--- src/rtl/occupancy_counter.sv ---
module occupancy_counter #(
  parameter int MAX_OCC = 3,
  localparam int CW = $clog2(MAX_OCC + 1)
) (
  input  logic          clk,
  input  logic          rst,
  input  logic          door_in,
  input  logic          door_out,
  output logic          empty,
  output logic          full,
  output logic [CW-1:0] count
);

  localparam logic [CW-1:0] TOP = CW'(MAX_OCC);

  logic          in_armed, out_armed;
  logic          inc, dec;
  logic [CW-1:0] occ;

  assign inc = door_in & in_armed;
  assign dec = door_out & out_armed;

  always_ff @(posedge clk) begin
    if (rst) begin
      in_armed  <= 1'b1;
      out_armed <= 1'b1;
    end else begin
      in_armed  <= ~door_in;
      out_armed <= ~door_out;
    end
  end

  always_ff @(posedge clk) begin
    if (rst)
      occ <= '0;
    else if (inc && !dec && occ != TOP)
      occ <= occ + 1'b1;
    else if (dec && !inc && occ != '0)
      occ <= occ - 1'b1;
  end

  assign count = occ;
  assign empty = (occ == '0);
  assign full  = (occ == TOP);

endmodule


--- config.mk ---
export PLATFORM = sky130hd
export DESIGN_NAME = occupancy_counter
export DESIGN_NICKNAME = d
export VERILOG_FILES = /design/src/rtl/occupancy_counter.sv
export SDC_FILE = /design/constraint.sdc
export NUM_CORES = 1
export LEC_CHECK = 0
export BUFFER_PORTS_ARGS = -buffer_cell sky130_fd_sc_hd__clkbuf_2
export CORE_AREA = 3 3 40 42
export DETAILED_ROUTE_END_ITERATION = 8
export DIE_AREA = 0 0 43 45
export MAX_ROUTING_LAYER = met4
export SLEW_MARGIN = 30
export SYNTH_ARGS = -nofsm -noshare
export SYNTH_HDL_FRONTEND = slang
export SYNTH_SLANG_ARGS = --single-unit
--- constraint.sdc ---
create_clock -name clk -period 1.29 [get_ports clk]
set_clock_uncertainty 0.05 [all_clocks]
set_input_delay 0.258 -clock clk [delete_from_list [all_inputs] [get_ports clk]]
set_output_delay 0.258 -clock clk [all_outputs]
set_load 0.005 [all_outputs]
**Word-level counts from Yosys, hierarchy flattened**

Index checks and enable logic that the tools add are counted.

- Register bits: 4
- Bits of input ports: 4
- Output and inout bits: 4
- Word-level logic and storage cells: 22

- Add/sub/neg operators: 2
- Equality and inequality tests: 2
- Multiplexer cells: 2
- Bitwise logic cells: 4
- Reductions and logical operators: 9

Operators by type and width:

| operator | number |
|---|---|
| logical AND 1 bit | 4 |
| two-way mux 2 bit | 2 |
| nonzero test 2 bit | 2 |
| adder 2 x 1 -> 2 bit, second input constant | 1 |
| bitwise AND 1 bit | 2 |
| == test 2 bit, second input constant | 1 |
| zero test 1 bit | 2 |
| zero test 2 bit | 1 |
| inequality test 2 bit, second input constant | 1 |
| NOT 1 bit | 2 |
| subtractor 2 x 1 -> 2 bit, second input constant | 1 |

**Logic depth before layout (Yosys ltp)**

Gate-level depths: netlist of run 1.

- Depth after elaboration: 6
- Mapped depth: 3
- Gate-level depth less buffers: 3

**Worst setup path before layout of run 1**

No wires, ideal clock.

- Path type: register -> register
- Start point: reg in_armed
- End point: reg occ[0] (netlist: count[0])
- Library setup time: 0.095 ns
- Data arrival time: 0.919 ns
- Data required time: 1.145 ns
- Setup slack: 0.226 ns
- Stages on the path, launching flop included: 4
- Path buffers: 0
- Clock period less this slack: 1.064 ns
- Cell sequence: dfxtp_1 nand2_2 or4b_1 o311ai_1

- Word-level cells in the longest chain between the ends: 5
- Elaborated cells between the ends (all ways): 8
- Those cells by class: 1 x mux; 1 x bitwise; 6 x reduce/logical

RTL lines:

| what | line | RTL |
|---|---|---|
| start: declaration | 16 | `logic in_armed, out_armed;` |
| start signal: assignment | 28 | `in_armed <= ~door_in;` |
| bitwise AND 1 bit * | 20 | `assign inc = door_in & in_armed;` |
| zero test 1 bit | 38 | `else if (dec && !inc && occ != '0)` |
| logical AND 1 bit (2 in a row) | 38 |  |
| nonzero test 2 bit (no line) | -- |  |
| end signal: assignment | 37 | `occ <= occ + 1'b1;` |
| end signal: assignment | 39 | `occ <= occ - 1'b1;` |
| end: declaration | 18 | `logic [CW-1:0] occ;` |

Mark *: on every way between the ends. The rest lies on a longest branch, timed or not.
A chain may end at the register's enable or synchronous reset.

**Worst setup path after layout of run 1**

- Start point: reg occ[0] (netlist: count[0])
- End point: out full

- Word-level cells in the longest chain between the ends: 1

RTL lines:

| what | line | RTL |
|---|---|---|
| == test 2 bit | 44 | `assign full = (occ == TOP);` |
| end: declaration | 10 | `output logic full,` |

No other way between the ends.

==> results of run 1 <==
## cell usage in the layout, fill, tap and decap left out, types with 2 or more instances in the layout
master    count
nand2b_1      2
nor3b_1       2
clkbuf_4      3
clkbuf_2      7
dfxtp_1       3
## worst reg2reg max path, cell delays in order (launching register included)
cell,delay [ns]
dfxtp_1,0.35
nand2_2,0.08
or4b_1,0.46
o311ai_1,0.08
## stage by stage
step           instance area, sq um  total power [uW]  worst slack [ns]   util
2_1_floorplan                   184               159             0.226      -
4_1_cts                         260               335            0.0643  0.203
3_3_place_gp                    238               177             0.173  0.185
3_5_place_dp                    238               178             0.155  0.185
6_report                        262               328             0.104  0.204
5_1_grt                         262               357            0.0368  0.204
## power by group through the flow
stage | registers (uW) | logic (uW) | clock network [uW]
global route | 141 | 41.5 | 175
floorplan | 140 | 18.9 | 0
finish | 139 | 36.4 | 153
CTS | 139 | 36.8 | 159
global placement | 141 | 35.9 | 0
detailed placement | 141 | 36.7 | 0
## area by class of cell
class | count | share of cell area
Multi-Input combinational cell | 15 | 0.383
Sequential cell | 4 | 0.311
Timing Repair Buffer | 7 | 0.134
Clock buffer | 3 | 0.0861
Tap cell | 15 | 0.0718
Inverter | 1 | 0.0144
## worst paths after layout
kind,end,slack [ns]
hold reg to reg,count[1],0.46
setup / recovery,full,0.10
setup reg to reg,count[0],0.19
hold / removal,out_armed,0.17
## layer usage
metal	up-vias	GRT usage
li1	96	-
met1	74	0.0604
met2	10	0.0629
met3	0	0.0717
met4	0	0.0181
met5	-	-
## repair_timing
item	CTS	global route
resized for setup	0	1
setup endpoints to repair	0	1
hold buffers	0	0
## registers in the layout, summed over array words and instances, names as in the netlist
register	flops
count	2
in_armed	1
out_armed	1
## logic make-up (layout without fill, tap and decap cells)
logic type | after synthesis | count (layout)
AOI/OAI and AO/OA | 4 | 4
buffers and inverters | 1 | 11
and+or+nand+nor | 11 | 11
DFF | 4 | 4
==> reports/metrics.csv, run 1 <==
stage,metric,value,unit
run_status,outcome,completed,
logic_synthesis,yosys_register_bits,4,
route,drt-initial-drc-count,2,
hold_path,hp-start,door_out,
setup_path,crit_path_start_kind,flop,
power,vdd_drop_max,0.000564,V
clock_network,cts_buffer_depth,2,
setup_path,crit_type,reg -> out,
logic_synthesis,yosys.area.top_type,dfxtp_1,
grt,first_global_vias,175,
setup_path,cp_cell_sequence,and2_1 > clkbuf_2,
place,gp_congestion,0.674,
floorplanning,row_count,13,
logic_synthesis,synthXorXnorAreaFrac,0,
flow_run,maxCapViolations,0,
route,via_per_inst,4.00,
floorplanning,core,1280,sq um
logic_synthesis,avgSynthCellArea,9.20,sq um
logic_synthesis,synth-compound-area-share,0.156,
clock_network,numCtsBuffers,3,
setup_path,worstPathArrival,0.88,ns
setup_path,path_buf_inv,1,
logic_synthesis,synth-main-ff-cell,dfxtp_1,
logic_synthesis,postSynthCellCount,20,
sta,rsz0062_at_grt,no,
floorplanning,ios,8,
sta,fmax,0.843,GHz
route,wl_met3,70,um
sta,setup_viol,0,
finish,final_nets,36,
setup_path,critPathLaunch,count[0],
clock_network,post_cts_buffers,0,
logic_synthesis,synth_top_area_frac,0.435,
grt,gr-usage-all-layers,0.0575,
logic_synthesis,yosysSeqAreaShare,0.435,
route,drt-met1-wl,166,um
finish,final_cells,45,
logic_synthesis,synth_edf_count,0,
route,wire_per_inst,8.16,um
finish,drive_above_1_share,0.400,
logic_synthesis,synth_most_common_cell,dfxtp_1,
sta,hold_ws,0.173,ns
sta,slew_viol_final,0,
logic_synthesis,async_reset_ff_frac,0,
power,power_switching,73.6,uW
sta,hold_viol,0,
sta,relSlewSlack,0.863,
logic_synthesis,synth_warnings,0,
route,dr.pass1.iters,2,
grt,grt_pass1_wl,710,um
clock_network,cts_max_level,1,
power,clock_power_share,0.465,
logic_synthesis,synth_nets,24,
grt,gr-total-overflow,0,
finish,antennaDiodeCount,0,
setup_path,crit_family,flip-flops,
logic_synthesis,synth-simple-area-share,0.388,
floorplanning,die_h,45,um
setup_path,path_depth,2,
power,p_seq_frac,0.425,
setup_path,worstPathRequired,0.98,ns
grt,antenna_found_initial,0,
logic_synthesis,synthTopCellsByCount,"4 x dfxtp_1, 2 x nand2b_1, 2 x nor3b_1",
logic_synthesis,synthMuxAreaShare,0,
place,port_buffers,7,
sta,period_minus_slack,1.19,ns
logic_synthesis,synth_top_family_by_area,simple AND/OR/NAND/NOR gates,
route,wl_met2,130,um
power,p_leak,0.000107,uW
floorplanning,die-area,1940,sq um
finish,multi_input_area,100,sq um
clock_network,cts_tree,done,
hold_path,hp-class,in -> reg,
setup_path,r2r_start,in_armed,
logic_synthesis,synthAdderAreaFrac,0,
power,swShare,0.224,
power,power_density,1260,nW/um^2
floorplanning,start_util,0.143,
setup_path,crit_path_max_fanout,6,
finish,area_growth,42.2,%
setup_path,critPathMaxStageDelay,0.39,ns
clock_network,clk_pin_slew,0.03,ns
sta,min_period_over_period,0.920,
route,wl,367,um
finish,final.fill_count,148,
floorplanning,die_w,43,um
logic_synthesis,synth.distinct_cells,15,
power,p_int,255,uW
route,via_count,180,
route,drtAntennaViolNets,0,
hold_path,whs_path_depth,2,
setup_path,worst_setup_path_end_kind,primary output,
setup_path,reg2reg_depth,3,
clock_network,clock-root-buffer,clkbuf_4,
clock_network,cts.sinks,4,
place,place_inst,42,
grt,grt_max_degree,8,
sta,worstMarginPinSlew,0.202,ns
logic_synthesis,synth_area_leaders,"dfxtp_1 44%, nor3b_1 8.2%, nand2b_1 6.8%",
power,combPwrFrac,0.111,
logic_synthesis,syn-cell-area,184,sq um
route,drc,0,
clock_network,clock_latency,0.23,ns
setup_path,cp_slowest_cell,dfxtp_1,
finish,register_area,81.3,sq um
sta,totalNegativeSetupSlack,0,ns
route,highest_layer,met3,
(Power assumes the default switching activity.)
==> run 2: changes to the inputs <==
--- a/config.mk
+++ b/config.mk
@@ -9,8 +9,10 @@
 export CORE_AREA = 3 3 40 42
 export DETAILED_ROUTE_END_ITERATION = 8
 export DIE_AREA = 0 0 43 45
+export GPL_TIMING_DRIVEN = 0
 export MAX_ROUTING_LAYER = met4
-export SLEW_MARGIN = 30
+export REMOVE_ABC_BUFFERS = 1
+export SLEW_MARGIN = 5
 export SYNTH_ARGS = -nofsm -noshare
 export SYNTH_HDL_FRONTEND = slang
 export SYNTH_SLANG_ARGS = --single-unit
==> reports/metrics.csv, run 2 (synthesis gave the netlist of run 1 again) <==
stage,metric,value,unit,change
setup_path,crit_type,reg -> out,,
finish,final_cell_area,262,sq um,unchanged
finish,drive_above_1_share,0.400,,unchanged
clock_network,post_cts_buffers,0,,unchanged
finish,final_cells,45,,unchanged
sta,slew_viol_final,0,,unchanged
floorplanning,row_count,13,,unchanged
place,gp_congestion,0.696,,+3.2%
sta,relSlewSlack,0.862,,-0.00117
grt,grt_pass1_wl,765,um,+7.7%
finish,final_common_cell,clkbuf_2,,
power,p_seq_frac,0.421,,-0.004
power,p_leak,0.000107,uW,unchanged
sta,hold_viol,0,,unchanged
sta,totalNegativeSetupSlack,0,ns,unchanged
sta,period_minus_slack,1.19,ns,-0.00103 ns
grt,first_global_vias,184,,+5.1%
route,via_count,183,,+1.7%
place,dp_slack,0.157,ns,+0.00150 ns
flow_run,maxCapViolations,0,,unchanged
power,p_int,255,uW,about the same
finish,area_growth,42.2,%,unchanged
power,p_total,331,uW,+0.87%
route,drtAntennaViolNets,0,,unchanged
clock_network,clock-root-buffer,clkbuf_4,,
power,combPwrFrac,0.109,,-0.002
sta,worst_slack,0.105,ns,+0.00103 ns
grt,gr-usage-all-layers,0.0626,,+0.00510
grt,antenna_found_initial,0,,unchanged
setup_path,crit_path_max_fanout,6,,unchanged
finish,layout_common_cells,"7 x clkbuf_2, 3 x clkbuf_4, 3 x dfxtp_1",,
sta,rsz0062_at_grt,no,,
finish,final_nets,36,,unchanged
setup_path,cp_slowest_cell,dfxtp_1,,
route,drc,0,,unchanged
hold_path,hp-class,in -> reg,,
route,drt-initial-drc-count,4,,+2
route,wire_per_inst,8.11,um,-0.54%
power,power_density,1270,nW/um^2,+0.87%
sta,fmax,0.844,GHz,about the same
setup_path,critPathLaunch,count[0],,
power,power_switching,76.2,uW,+3.6%
setup_path,crit_path_start_kind,flop,,
power,vdd_drop_max,0.000351,V,-38%
route,via_per_inst,4.07,,+1.7%
grt,grt_max_degree,8,,unchanged
finish,largest_reg_flops,2,,unchanged
floorplanning,die_w,43,um,unchanged
place,port_buffers,7,,unchanged
floorplanning,die-area,1940,sq um,unchanged
clock_network,hold_buffers,0,,unchanged
clock_network,cts.sinks,4,,unchanged
hold_path,hp-start,door_out,,
clock_network,clk_pin_slew,0.04,ns,about the same
route,dr.pass1.iters,2,,unchanged
run_status,outcome,completed,,
sta,worstMarginPinSlew,0.203,ns,+0.00172 ns
finish,antennaDiodeCount,0,,unchanged
setup_path,r2r_start,in_armed,,
sta,min_period_over_period,0.919,,about the same
floorplanning,core,1280,sq um,unchanged
setup_path,worstPathRequired,0.98,ns,about the same
clock_network,cts_tree,done,,
power,swShare,0.230,,+0.00611
power,clock_power_share,0.471,,+0.006
clock_network,numCtsBuffers,3,,unchanged
clock_network,clock_latency,0.24,ns,about the same
place,place_inst,42,,unchanged
setup_path,worstPathArrival,0.88,ns,about the same
clock_network,cts_max_level,1,,unchanged
setup_path,critPathMaxStageDelay,0.39,ns,about the same
sta,setup_viol,0,,unchanged
route,wl,365,um,-0.54%
floorplanning,start_util,0.143,,unchanged
setup_path,worst_setup_path_end_kind,primary output,,
grt,gr-total-overflow,0,,unchanged
floorplanning,ios,8,,unchanged
place,placed_cell_area,238,sq um,unchanged
setup_path,cp_cell_sequence,and2_1 > clkbuf_2,,
clock_network,cts_buffer_depth,2,,unchanged
floorplanning,die_h,45,um,unchanged
-- run 2: final timing paths --
check,cells after the start,to,slack (ns)
setup / recovery,2,full,0.10
hold / removal,2,out_armed,0.17
setup reg to reg,3,count[0],0.18
hold reg to reg,2,count[1],0.47
-- run 2: routing by layer --
| metal | track usage | share of wire |
|---|---|---|
| met3 | 0.0598 | 0.19 |
| met1 | 0.0651 | 0.44 |
| met5 | - | 0 |
| met2 | 0.0659 | 0.36 |
| met4 | 0.0542 | 0.014 |
-- run 2: critical path, delay by kind of cell (launching register included) --
family / cells / cell delay (ns)
flops: 1 / 0.39
buf+inv: 1 / 0.10
simple gates: 1 / 0.15
-- run 2: power by group through the flow --
stage	combinational (uW)	sequential (uW)	clock (uW)
floorplan	18.9	140	0
global placement	36.0	141	0
detailed placement	36.2	141	0
CTS	36.3	139	163
global route	41.7	141	174
finish	36.0	139	156
-- run 2: what timing repair did --
item                                    in CTS  in global routing
resized for setup                            0                  1
endpoints found under the hold margin        0                  0
endpoints found under the setup margin       0                  1
-- run 2: final cells by class --
cell class / instances / area [sq um]
Inverter: 1 / 3.75
Clock buffer: 3 / 22.5
Timing Repair Buffer: 7 / 35.0
Sequential cell: 4 / 81.3
Tap cell: 15 / 18.8
Multi-Input combinational cell: 15 / 100
Fill cell: 144 / 1020
-- run 2: metrics by stage --
| stage | utilization | hold WS [ns] |
|---|---|---|
| global placement | 0.185 | 0.405 |
| CTS | 0.203 | 0.162 |
| finish | 0.204 | 0.166 |
| detailed placement | 0.185 | 0.409 |
| global route | 0.204 | 0.159 |
| floorplan | - | 0.281 |
